--- src/rtl/flash_cal_pkg.sv ---
package flash_cal_pkg;

  typedef enum logic {MODE_FG = 1'b0, MODE_BG = 1'b1} cal_mode_e;

  // comparator feeding threshold j while comparator k is calibrated
  function automatic int cmp_for_thr(input int j, input int k);
    return (j < k) ? j : j + 1;
  endfunction

  // threshold served by comparator i while comparator k is calibrated
  function automatic int thr_for_cmp(input int i, input int k);
    return (i < k) ? i : i - 1;
  endfunction

  function automatic int ones(input logic [63:0] v);
    int n;
    n = 0;
    for (int b = 0; b < 64; b++) n += int'(v[b]);
    return n;
  endfunction

endpackage

--- src/rtl/cal_seq.sv ---
module cal_seq
  import flash_cal_pkg::*;
#(
  parameter int NCMP     = 16,
  parameter int SLOT_CYC = 10,
  localparam int IDX_W   = $clog2(NCMP),
  localparam int CNT_W   = $clog2(SLOT_CYC)
) (
  input  logic             clk,
  input  logic             rst_n,
  output logic [CNT_W-1:0] cnt,
  output logic [IDX_W-1:0] idx,
  output cal_mode_e        mode,
  output logic             slot_start,
  output logic             slot_last
);

  assign slot_start = (cnt == '0);
  assign slot_last  = (cnt == CNT_W'(SLOT_CYC - 1));

  always_ff @(posedge clk) begin
    if (!rst_n) begin
      cnt  <= '0;
      idx  <= '0;
      mode <= MODE_FG;
    end else if (slot_last) begin
      cnt <= '0;
      idx <= (idx == IDX_W'(NCMP - 1)) ? '0 : idx + IDX_W'(1);
      if (mode == MODE_FG && idx == IDX_W'(NCMP - 1)) mode <= MODE_BG;
    end else begin
      cnt <= cnt + CNT_W'(1);
    end
  end

  assert_cnt_range_R2: assert property (@(posedge clk) disable iff (!rst_n)
    int'(cnt) < SLOT_CYC);

  assert_idx_step_R2: assert property (@(posedge clk) disable iff (!rst_n)
    (slot_last && idx != IDX_W'(NCMP - 1)) |=> (idx == $past(idx) + IDX_W'(1)));

  assert_fg_no_return_R3: assert property (@(posedge clk) disable iff (!rst_n)
    (mode == MODE_BG) |=> (mode == MODE_BG));

endmodule

--- src/rtl/sar_trim_bank.sv ---
module sar_trim_bank #(
  parameter int NCMP     = 16,
  parameter int SAR_W    = 6,
  parameter int SLOT_CYC = 10,
  localparam int IDX_W   = $clog2(NCMP),
  localparam int CNT_W   = $clog2(SLOT_CYC)
) (
  input  logic                       clk,
  input  logic                       rst_n,
  input  logic [CNT_W-1:0]           cnt,
  input  logic [IDX_W-1:0]           idx,
  input  logic                       cal_dec,
  output logic [NCMP-1:0][SAR_W-1:0] trim
);

  logic [SAR_W-1:0]            acc;
  logic [SAR_W-1:0]            bit_mask;
  logic [SAR_W-1:0]            trial;
  logic [SAR_W-1:0]            kept;
  logic                        trial_on;
  logic                        wr_en;
  logic [NCMP-1:0][SAR_W-1:0]  store;

  assign trial_on = (int'(cnt) >= 1) && (int'(cnt) <= SAR_W);
  assign wr_en    = (int'(cnt) == SAR_W);

  always_comb begin
    bit_mask = '0;
    if (trial_on) bit_mask = SAR_W'(1) << (SAR_W - int'(cnt));
    trial = acc | bit_mask;
    kept  = cal_dec ? trial : acc;
  end

  always_ff @(posedge clk) begin
    if (!rst_n) begin
      acc   <= '0;
      store <= '0;
    end else begin
      if (cnt == '0)    acc <= '0;
      else if (trial_on) acc <= kept;
      if (wr_en) store[idx] <= kept;
    end
  end

  for (genvar i = 0; i < NCMP; i++) begin : g_trim
    assign trim[i] = (trial_on && idx == IDX_W'(i)) ? trial : store[i];
  end

  assert_trim_hold_R9: assert property (@(posedge clk) disable iff (!rst_n)
    !wr_en |=> $stable(store));

endmodule

--- src/rtl/ref_router.sv ---
module ref_router #(
  parameter int NCMP    = 16,
  localparam int NTHR   = NCMP - 1,
  localparam int IDX_W  = $clog2(NCMP),
  localparam int REF_W  = $clog2(NTHR + 1)
) (
  input  logic                       clk,
  input  logic                       rst_n,
  input  logic                       slot_start,
  input  logic [IDX_W-1:0]           idx,
  output logic [NCMP-1:0][REF_W-1:0] ref_sel
);

  import flash_cal_pkg::*;

  logic [NCMP-1:0] cal_hit;

  for (genvar i = 0; i < NCMP; i++) begin : g_sel
    always_comb begin
      if (IDX_W'(i) == idx) ref_sel[i] = REF_W'(NTHR);
      else                  ref_sel[i] = REF_W'(thr_for_cmp(i, int'(idx)));
    end
    assign cal_hit[i] = (ref_sel[i] == REF_W'(NTHR));
  end

  assert_one_cal_R4: assert property (@(posedge clk) disable iff (!rst_n)
    $countones(cal_hit) == 1);

  assert_ref_stable_R10: assert property (@(posedge clk) disable iff (!rst_n)
    !slot_start |-> $stable(ref_sel));

endmodule

--- src/rtl/therm_enc.sv ---
module therm_enc
  import flash_cal_pkg::*;
#(
  parameter int NCMP    = 16,
  localparam int NTHR   = NCMP - 1,
  localparam int IDX_W  = $clog2(NCMP),
  localparam int CODE_W = $clog2(NCMP)
) (
  input  logic              clk,
  input  logic              rst_n,
  input  logic [NCMP-1:0]   raw_dec,
  input  logic [IDX_W-1:0]  idx,
  input  cal_mode_e         mode,
  input  logic              slot_start,
  output logic [NTHR-1:0]   therm_q,
  output logic [CODE_W-1:0] code_q,
  output logic              valid_q
);

  logic [NTHR-1:0] therm_d;

  always_comb begin
    for (int j = 0; j < NTHR; j++) therm_d[j] = raw_dec[cmp_for_thr(j, int'(idx))];
  end

  always_ff @(posedge clk) begin
    if (!rst_n) begin
      therm_q <= '0;
      code_q  <= '0;
      valid_q <= 1'b0;
    end else begin
      therm_q <= therm_d;
      code_q  <= CODE_W'(ones(64'(therm_d)));
      valid_q <= (mode == MODE_BG) && !slot_start;
    end
  end

  assert_blank_after_switch_R7: assert property (@(posedge clk) disable iff (!rst_n)
    slot_start |=> !valid_q);

  assert_fg_quiet_R3: assert property (@(posedge clk) disable iff (!rst_n)
    (mode == MODE_FG) |=> !valid_q);

endmodule

--- src/rtl/flash_bgcal_top.sv ---
module flash_bgcal_top
  import flash_cal_pkg::*;
#(
  parameter int NCMP     = 16,
  parameter int SAR_W    = 6,
  parameter int SLOT_CYC = 10,
  localparam int NTHR    = NCMP - 1,
  localparam int IDX_W   = $clog2(NCMP),
  localparam int CNT_W   = $clog2(SLOT_CYC),
  localparam int REF_W   = $clog2(NTHR + 1),
  localparam int CODE_W  = $clog2(NCMP)
) (
  input  logic                    clk,
  input  logic                    rst_n,
  input  logic [NCMP-1:0]         raw_dec,
  output logic [NCMP*REF_W-1:0]   ref_sel,
  output logic [NCMP*SAR_W-1:0]   trim,
  output logic [IDX_W-1:0]        cal_idx,
  output logic                    fg_busy,
  output logic [NTHR-1:0]         therm,
  output logic [CODE_W-1:0]       code,
  output logic                    code_valid
);

  logic [CNT_W-1:0]           cnt;
  logic [IDX_W-1:0]           idx;
  cal_mode_e                  mode;
  logic                       slot_start;
  logic                       slot_last;
  logic                       cal_dec;
  logic [NCMP-1:0][SAR_W-1:0] trim_a;
  logic [NCMP-1:0][REF_W-1:0] ref_a;

  cal_seq #(.NCMP(NCMP), .SLOT_CYC(SLOT_CYC)) u_seq (
    .clk(clk), .rst_n(rst_n), .cnt(cnt), .idx(idx), .mode(mode),
    .slot_start(slot_start), .slot_last(slot_last)
  );

  assign cal_dec = raw_dec[idx];

  sar_trim_bank #(.NCMP(NCMP), .SAR_W(SAR_W), .SLOT_CYC(SLOT_CYC)) u_sar (
    .clk(clk), .rst_n(rst_n), .cnt(cnt), .idx(idx), .cal_dec(cal_dec), .trim(trim_a)
  );

  ref_router #(.NCMP(NCMP)) u_route (
    .clk(clk), .rst_n(rst_n), .slot_start(slot_start), .idx(idx), .ref_sel(ref_a)
  );

  therm_enc #(.NCMP(NCMP)) u_enc (
    .clk(clk), .rst_n(rst_n), .raw_dec(raw_dec), .idx(idx), .mode(mode),
    .slot_start(slot_start), .therm_q(therm), .code_q(code), .valid_q(code_valid)
  );

  for (genvar i = 0; i < NCMP; i++) begin : g_flat
    assign ref_sel[i*REF_W +: REF_W] = ref_a[i];
    assign trim[i*SAR_W +: SAR_W]    = trim_a[i];
  end

  assign cal_idx = idx;
  assign fg_busy = (mode == MODE_FG);

  assert_idx_wrap_R2: assert property (@(posedge clk) disable iff (!rst_n)
    (slot_last && cal_idx == IDX_W'(NCMP - 1)) |=> (cal_idx == '0));

endmodule

--- config.mk ---
export PLATFORM = sky130hd
export DESIGN_NAME = flash_bgcal_top
export DESIGN_NICKNAME = d
export VERILOG_FILES = /design/src/rtl/flash_cal_pkg.sv /design/src/rtl/cal_seq.sv /design/src/rtl/sar_trim_bank.sv /design/src/rtl/ref_router.sv /design/src/rtl/therm_enc.sv /design/src/rtl/flash_bgcal_top.sv
export SDC_FILE = /design/constraint.sdc
export NUM_CORES = 1
export LEC_CHECK = 0
export BUFFER_PORTS_ARGS = -buffer_cell sky130_fd_sc_hd__buf_2
export CAP_MARGIN = 25
export CORE_ASPECT_RATIO = 1.25
export CORE_MARGIN = 3
export CORE_UTILIZATION = 55
export CTS_BUF_LIST = sky130_fd_sc_hd__clkbuf_4
export DETAILED_ROUTE_END_ITERATION = 10
export GPL_ROUTABILITY_DRIVEN = 0
export HOLD_SLACK_MARGIN = 0.08
export PLACE_DENSITY_LB_ADDON = 0.08
export SLEW_MARGIN = 20
export SYNTH_ARGS = -nofsm -noshare
export SYNTH_HDL_FRONTEND = slang
export SYNTH_SLANG_ARGS = --single-unit
--- constraint.sdc ---
create_clock -name clk -period 6.2 [get_ports clk]
set_input_delay 0.31 -clock clk [delete_from_list [all_inputs] [get_ports clk]]
set_output_delay 0.31 -clock clk [all_outputs]
set_load 0.01 [all_outputs]
; Word level (Yosys, flattened, before mapping)
; Cells that the tools add are included.
[totals]
ff_bits = 131
latchBits = 0
ram_bits = 0
rom_bits = 0
in_bits = 18
out_inout_bits = 185
elab_cells = 251
n_memories = 0
[op_classes]
add_sub_neg = 17
n_mul = 0
div_mod_pow = 0
magnitude_cmp = 34
eq_ne = 32
shift = 1
n_mux = 115
n_bitwise = 3
reduce_logical = 26
[op_table]
columns = cell, n
row1 = $lt A32 B6 Y1 const B, 15
row2 = $mux W6, 19
row3 = $bwmux W96, 1
row4 = $mux W4, 19
row5 = $bmux W1 S4, 16
row6 = $add A4 B2 Y4, 13
row7 = $mux W1, 47
row8 = $eq A4 B4 Y1 const B, 10
row9 = $eq A4 B4 Y1 const A, 8
row10 = $shl A1 B32 Y6 const A, 1
row11 = $lt A4 B4 Y1 const A, 7
row12 = $demux W6 S4, 1
row13 = $logic_and A1 B1 Y1, 20
row14 = $eq A3 B4 Y1 const A, 4
row15 = $eq A4 B3 Y1 const B, 4
row16 = $lt A3 B4 Y1 const A, 4
row17 = $mux W2, 8
row18 = $mux W3, 4
row19 = $add A4 B1 Y4 const B, 2
row20 = $eq A2 B4 Y1 const A, 2
row21 = $eq A4 B2 Y1 const B, 2
row22 = $ge A4 B1 Y1 const B, 2
row23 = $logic_not A4 Y1, 2
row24 = $lt A1 B4 Y1 const A, 2
row25 = other kinds (12), 15

; Longest topological paths before layout
; Gate-level depths: netlist of run 1.
[logic_depth]
depth_word = 19
depth_mapped = 21
mapped_depth_nobuf = 19

; Hierarchy
; A second synthesis of run 1 with hierarchy kept.
[hier_totals]
hier_cells = 790
area_unflattened_um2 = 7644.8
[modules_own_cells]
columns = module, instances, cells_per_inst, area_each_um2, seq_area_each_um2
row1 = sar_trim_bank, 1, 551, 5454.0, 2042.0
row2 = therm_enc, 1, 106, 1132.3, 400.4
row3 = ref_router, 1, 79, 493.0, 0.0
row4 = cal_seq, 1, 46, 426.7, 180.2
row5 = flash_bgcal_top, 1, 8, 138.9, 0.0

; Least setup slack after synthesis of run 1
; Ideal clock, no wire load.
[synth_path]
path_kind = reg-to-reg
startpoint = register u_seq.idx[0]
endpoint = register u_enc.code_q[2]
setup_time_ns = 0.128
arrival_ns = 4.896
t_required_ns = 6.072
setup_slack_ns = 1.177
stages_incl_launch_ff = 19
path_buffers = 2
period_less_slack_ns = 5.023
path_cell_list = dfxtp_1 > buf_2 > buf_4 > clkinv_1 > ha_1 > inv_1 > nor2_1 > mux2_2 > ha_1 > inv_1 > fa_1 > fa_1 > fa_1 > fa_1 > inv_1 > ha_1 > fa_1 > xnor2_1 > nor2_1
[synth_via]
elab_chain_cells = 19
word_cells_on_any_way = 89
cone_classes = add/sub: 14 / order compare: 15 / mux: 60
[synth_rtl]
columns = item, line
row1 = from (decl), cal_seq.sv:12  ; output logic [IDX_W-1:0] idx,
row2 = from (signal assigned), cal_seq.sv:28  ; idx <= (idx == IDX_W'(NCMP - 1)) ? '0 : idx + IDX_W'(1);
row3 = $lt A1 B4 Y1, flash_cal_pkg.sv:7  ; return (j < k) ? j : j + 1;
row4 = $mux W1, flash_cal_pkg.sv:7
row5 = $bmux W1 S4, therm_enc.sv:23  ; for (int j = 0; j < NTHR; j++) therm_d[j] = raw_dec[cmp_for_thr(j, int'(idx))];
row6 = $mux W1 (not written as such) (2 in a row), therm_enc.sv:23
row7 = net u_enc.therm_d[0], therm_enc.sv:20  ; logic [NTHR-1:0] therm_d;
row8 = $add A1 B1 Y2, flash_cal_pkg.sv:18  ; for (int b = 0; b < 64; b++) n += int'(v[b]);
row9 = $add A4 B2 Y4 (13 in a row), flash_cal_pkg.sv:18
row10 = to (signal assigned), therm_enc.sv:33  ; code_q <= CODE_W'(ones(64'(therm_d)));
row11 = to (decl), therm_enc.sv:16  ; output logic [CODE_W-1:0] code_q,
; The timed path passes the listed nets, and every way through them passes these cells. The select of a mux whose other input is x is not followed.
; A chain may end at the register's enable or synchronous reset.

; Worst setup path after layout of run 1
; Ends and elaborated chain as after synthesis.

==> summary.txt, run 1 <==
Cells and area
  – Most common cell after layout, fill and taps aside: buf_2
  – Layout cells sized above 1: 0.300
  – Final nets: 1058
  – Final Instance Area: 8860 sq um
  – Fill cells: 1208
  – FF+latch area: 2620 sq um
  – Area Overhead vs Synth: 14.1%
  – Fin util: 0.655
  – Number of antenna repair diodes: 0
  – Multi-input gate area: 4560 sq um
  – Most frequent cells in the layout: buf_2, dfxtp_1, mux2i_1

Route
  – DR iter-0 viols: 788
  – DR vias/cell: 6.09
  – Drt wl/cell: 21.6 um
  – Total number of vias: 7306
  – Remaining antenna violation count: 0
  – DRT Wirelength: 26.0 mm
  – Drt first pass iters: 5
  – DRC Markers: 0

Synth
  – Simple-Gate Fraction of Synth Area: 0.157
  – Synth Area in Compound Gates: 0.171
  – Post-synthesis mux area share: 0.196
  – Largest family of logic cells by synthesized area: multiplexers
  – Async set-reset flop share out of synthesis: 0
  – Synth Instances: 882
  – Synth Area in XOR/XNOR: 0.00451
  – Sequential area share after synthesis: 0.338
  – Post-synthesis register bit count: 131
  – Warnings, synthesis: 0
  – Mapped Area: 7770 sq um
  – Syn avg cell area: 8.81 sq um
  – Distinct cells, synth: 62
  – Ys flop type: dfxtp_1
  – Adder-cell area share of the yosys netlist: 0.0473
  – EDFF count, synth: 0

Placement
  – Number of port buffers: 185
  – Post-DP Area: 8560 sq um
  – Post-DP HPWL: 17.8 mm

Timing
  – Final period utilization: 0.819
  – RSZ-0062 raised after global routing: no
  – Endpoints failing setup: 0
  – Hold Fails Final Rpt: 0
  – Slew margin rel.: 0.329
  – TNS Setup: 0 ns
  – Min Tclk post-route: 5.08 ns
  – Worst Tran Pin Value: 1.00 ns
  – Slew Limit Fails: 0
  – Skew final: 0.0173 ns
  – Fmax: 197 MHz

Clock tree
  – Clock-pin slew on the worst setup and hold paths: 0.12 ns
  – Post_cts resized: 0
  – CTS Buf Count: 17
  – Max Root-Sink Buffers: 2
  – CTS sink cnt: 131
  – Hold-fix buffers, CTS: 2
  – Clock network latency to the later pin of the worst-skew pair: 0.58 ns
  – CTS tree: done
  – Max H-tree Level: 4
  – Post-CTS setup buffer count: 0
  – Clk root buf: clkbuf_4

Critical path
  – Beginning of the critical path: u_seq.idx[0]
  – FF-to-FF path depth: 17
  – Critical Path End: u_enc.code_q[2]
  – Worst Setup End Kind: flop
  – R2R Path End: u_enc.code_q[2]
  – Worst R2R Start: u_seq.idx[0]
  – Crit path DAT: 5.52 ns
  – Crit path launch type: flop
  – Crit path kind: reg -> reg
  – CP Max Fanout: 17
  – Worst EP required: 6.64 ns
  – Reg2reg setup slack: 1.12 ns

Floorplanning
  – Ports: 203
  – FP Rows: 47
  – Die Y: 139 um
  – Placeable Area: 13500 sq um
  – Initial Util: 0.574
  – DIE WIDTH: 112 um
  – Die ar.: 15600 sq um

GRT
  – Maximum number of pins on one net before global-route repair: 58
  – First-pass GRT wire length: 39.9 mm
  – All-layer global routing usage: 0.324
  – Vias in the first global route: 6949
  – Initial antenna violation count: 0
  – GR Overflow Total: 0

Status
  – Status: finished clean

Min path
  – Hold WC Path Type: in -> reg

Power
  – PD cells: 200 nW/um^2
  – Peak supply drop: 0.000224 V
  – Pleak: 3.75 nW

Job
  – Max cap viols: 0
cell type report:
type | instances | area share
clock buffers | 18 | 0.0152
multi-input cells | 631 | 0.515
repair buffers | 204 | 0.121
clock inverters | 14 | 0.0162
inverters | 31 | 0.0131
flip-flops and latches | 131 | 0.296
well taps | 171 | 0.0241
power by group:
| group | switching [mW] | leakage [nW] | total (mW) | internal (mW) |
|---|---|---|---|---|
| registers | 0.0129 | 1.06 | 0.873 | 0.860 |
| logic | 0.197 | 2.54 | 0.306 | 0.109 |
| clock network | 0.324 | 0.149 | 0.597 | 0.274 |
worst min path at each step:
stage | startpoint | to | slack (ns) | cells after the start
after detailed placement | u_seq.mode | u_enc.valid_q | 0.44 | 2
final | raw_dec[7] | u_enc.therm_q[7] | 0.12 | 3
after CTS | raw_dec[8] | u_enc.therm_q[7] | 0.10 | 3
after floorplan | u_seq.mode | u_seq.mode | 0.44 | 2
after global routing | raw_dec[7] | u_enc.therm_q[7] | 0.11 | 3
after global placement | u_seq.mode | u_enc.valid_q | 0.44 | 2
flip-flops by register name (all words and copies together) (netlist names):
register,count
u_sar.store,96
u_enc.therm_q,15
u_sar.acc,6
u_enc.code_q,4
u_seq.cnt,4
u_seq.idx,4
u_enc.valid_q,1
u_seq.mode,1
worst max-delay path: stages (launching register included):
cell	delay, ns
dfxtp_1	0.32
buf_4	0.20
clkinv_1	0.17
ha_1	0.24
inv_1	0.09
nor2_1	0.27
mux2_2	0.39
ha_1	0.30
inv_1	0.07
fa_1	0.44
fa_1	0.52
fa_1	0.52
fa_1	0.54
inv_1	0.04
ha_1	0.20
fa_1	0.39
xnor2_1	0.18
nor2_1	0.05
Yosys cell counts, types with 5 or more instances:
library cell / n / share of area
mux2_2: 38 / 0.055
and2_1: 10 / 0.0081
mux2i_1: 105 / 0.14
fa_1: 9 / 0.023
buf_4: 32 / 0.031
nand4_1: 6 / 0.0048
o32ai_1: 64 / 0.072
clkbuf_1: 45 / 0.022
dfxtp_1: 131 / 0.34
o21ai_0: 43 / 0.028
nor2_2: 16 / 0.013
buf_2: 24 / 0.015
nor2_1: 72 / 0.035
nand2_1: 79 / 0.038
a21oi_1: 66 / 0.043
nand3_1: 10 / 0.0064
nor3_1: 5 / 0.0032
a21o_1: 7 / 0.0068
ha_1: 15 / 0.024
inv_1: 29 / 0.014
through the flow:
| stage | total power, mW | hold slack [ns] | worst slack (ns) | std cells |
|---|---|---|---|---|
| global placement | 1.17 | 0.443 | 1.31 | 1165 |
| global route | 1.85 | 0.111 | 0.827 | 1200 |
| detailed placement | 1.18 | 0.441 | 1.19 | 1165 |
| floorplan | 1.10 | 0.440 | 1.18 | 898 |
| CTS | 1.77 | 0.101 | 1.12 | 1199 |
| finish | 1.78 | 0.124 | 1.12 | 1200 |
kinds of logic after synthesis:
logic type,Yosys count
AOI/OAI and AO/OA,201
xor gates and xnor gates,4
adders and majority gates,24
buffers and inverters,136
DFF,131
muxes,145
other,1
and+or+nand+nor,240
metal layers:
metal  vias up  share of wire  global-route usage
met4         0          0.032               0.128
met1      3499           0.40               0.409
li1       3384              -                   -
met5         -              0                   0
met3        49          0.082              0.0576
met2       374           0.49               0.547
Note: power is estimated with default switching activity, not from simulation.
==> run 2, diff against run 1 <==
CORE_UTILIZATION = 50   (was 55)
clock period = 4.6 ns   (was 6.2 ns; I/O delays follow)
==> summary.txt, run 2 (same netlist as run 1, synthesis figures left out) <==
Status
  – Status: finished clean

Critical path
  – Crit path kind: reg -> reg
  – Worst Setup End Kind: flop
  – CP Cell Sequence: inv_2, ha_4, inv_1, nor2_4, mux2_4, ha_1, inv_1, fa_1, fa_1, fa_1, fa_1, inv_1, ha_1, fa_1, xnor2_1, nor2_1
  – CP most frequent cell: fa_1
  – Crit path launch type: flop
  – Worst EP required: 5.03 ns (-1.61 ns)
  – Cell class contributing the biggest share of worst-path delay: adder cells
  – FF-to-FF path depth: 16 (-1)
  – Cell count along the critical path: 16 (-1)
  – Buf+Inv Stages, Crit Path: 4 (-1)
  – CP Max Fanout: 6 (-11)
  – Crit path DAT: 4.86 ns (-0.66 ns)
  – CP max stage cell: fa_1
  – CP max stage delay: 0.54 ns (about the same)

Floorplanning
  – DIE WIDTH: 118 um (+4.6%)
  – Initial Util: 0.515 (-0.0591)
  – Die ar.: 17100 sq um (+9.5%)
  – Ports: 203 (unchanged)
  – FP Rows: 50 (+6.4%)
  – Die Y: 145 um (+4.7%)
  – Placeable Area: 15100 sq um (+11%)

Clock tree
  – CTS Buf Count: 17 (unchanged)
  – Max H-tree Level: 4 (unchanged)
  – CTS sink cnt: 131 (unchanged)
  – Clk root buf: clkbuf_4
  – Max Root-Sink Buffers: 2 (unchanged)
  – Clock-pin slew on the worst setup and hold paths: 0.12 ns (about the same)
  – Clock network latency to the later pin of the worst-skew pair: 0.57 ns (about the same)
  – CTS tree: done

Timing
  – Hold Fails Final Rpt: 0 (unchanged)
  – Fmax: 225 MHz (+15%)
  – Min Tclk post-route: 4.43 ns (-0.645 ns)
  – Worst Slack Setup Final: 0.165 ns (-0.955 ns)
  – Final period utilization: 0.964 (+0.145)
  – Worst Tran Pin Value: 1.02 ns (+0.0131 ns)
  – Slew margin rel.: 0.320 (-0.00975)
  – Endpoints failing setup: 0 (unchanged)
  – RSZ-0062 raised after global routing: yes
  – Slew Limit Fails: 0 (unchanged)
  – Skew final: 0.0125 ns (-0.00478 ns)

GRT
  – Maximum number of pins on one net before global-route repair: 61 (+5.2%)
  – GR Overflow Total: 0 (unchanged)
  – Vias in the first global route: 7130 (+2.6%)
  – All-layer global routing usage: 0.301 (-0.0231)
  – First-pass GRT wire length: 40.6 mm (+1.8%)
  – Initial antenna violation count: 1 (+1)

Placement
  – Pre-CTS setup slack: 0.0575 ns (-1.13 ns)
  – Post-DP Area: 8730 sq um (+1.9%)
  – Post-DP HPWL: 18.1 mm (+2.0%)
  – Number of port buffers: 185 (unchanged)
  – DP Cell Count: 1214 (+4.2%)

Route
  – Drt first pass iters: 6 (+1)
  – Remaining antenna violation count: 0 (unchanged)
  – Met3 wire length: 2.02 mm (-5.8%)
  – Total number of vias: 7485 (+2.5%)
  – Top layer in use: met4
  – DR WL met2: 12.5 mm (-1.5%)
  – DRT Wirelength: 26.5 mm (+1.8%)
  – Drt wl/cell: 20.8 um (-3.9%)
  – DR iter-0 viols: 648 (-18%)
  – DR vias/cell: 5.88 (-3.3%)
  – DRC Markers: 0 (unchanged)
  – M1 WL: 11.2 mm (+7.9%)

Min path
  – Hold Path Depth: 3 (unchanged)
  – Hold WC Path Type: in -> reg

Cells and area
  – Area Overhead vs Synth: 20.0%
  – Non-filler instance count after layout: 1272 (+6.0%)
  – Layout cells sized above 1: 0.319 (+0.0186)
  – Biggest register: u_sar.store
  – Final nets: 1092 (+3.2%)
  – Final Instance Area: 9320 sq um (+5.2%)
  – Leading registers by flop count: u_sar.store x96, u_enc.therm_q x15, u_sar.acc x6
  – Most frequent cells in the layout: buf_2, dfxtp_1, mux2i_1
  – Fill cells: 1392 (+15%)
  – Fin util: 0.618 (-0.0372)
  – Multi-input gate area: 4600 sq um (+0.82%)
  – FF+latch area: 2630 sq um (about the same)
  – Max reg flops: 96 (unchanged)
  – Most common cell after layout, fill and taps aside: buf_2

Power
  – Total power: 2.47 mW (+39%)
  – Peak supply drop: 0.000193 V (-14%)
  – Pleak: 3.93 nW (+4.9%)
  – PD cells: 265 nW/um^2 (+32%)

Job
  – Max cap viols: 0 (unchanged)
-- run 2: per-stage QoR --
step | setup TNS, ns | hold WS (ns)
after floorplan | 0 | 0.388
after global placement | 0 | 0.439
after detailed placement | 0 | 0.449
after CTS | 0 | 0.0812
after global routing | -0.0103 | 0.0900
final | 0 | 0.144
-- run 2: area by class of cell --
type,instances,area share
sequential,131,0.282
tap,208,0.0279
timing repair buffer,238,0.149
clock inverter,14,0.0200
clock buffer,18,0.0145
inverter,31,0.0130
antenna,1,0.000268
multi-input combinational,631,0.493
-- run 2: worst register-to-register path: cells and delay by family (launching register included) --
kind / cells / cell delay, ns
xor gates and xnor gates: 1 / 0.14
adders and majority gates: 8 / 2.97
muxes: 1 / 0.32
and+or+nand+nor: 2 / 0.21
buffers and inverters: 4 / 0.30
DFF: 1 / 0.37
-- run 2: power breakdown --
group	switching [mW]	total, mW	internal (mW)	leakage, nW
Sequential	0.0146	1.17	1.16	1.06
Clock	0.448	0.881	0.433	0.160
Combinational	0.260	0.414	0.154	2.71
Total	0.722	2.47	1.75	3.93
-- run 2: metal layers --
metal	vias to the layer above	track usage
li1	3467	-
met1	3579	0.389
met2	379	0.488
met3	60	0.0692
met4	0	0.121
met5	-	0
-- run 2: path summary, 6_finish.rpt --
path	from	to	slack, ns
worst max-delay path	u_seq.idx[1]	u_enc.code_q[2]	0.17
worst max register to register	u_seq.idx[1]	u_enc.code_q[2]	0.17
worst min-delay path	raw_dec[7]	u_enc.therm_q[6]	0.14
worst min register to register	u_seq.mode	u_enc.valid_q	0.46
-- run 2: repair_timing --
item / 4_1_cts / 5_1_grt
hold endpoints to repair: 14 / 0
gates resized for setup: 0 / 4
setup buffers: 0 / 3
endpoints found under the setup margin: 0 / 3
hold buffers: 20 / 0
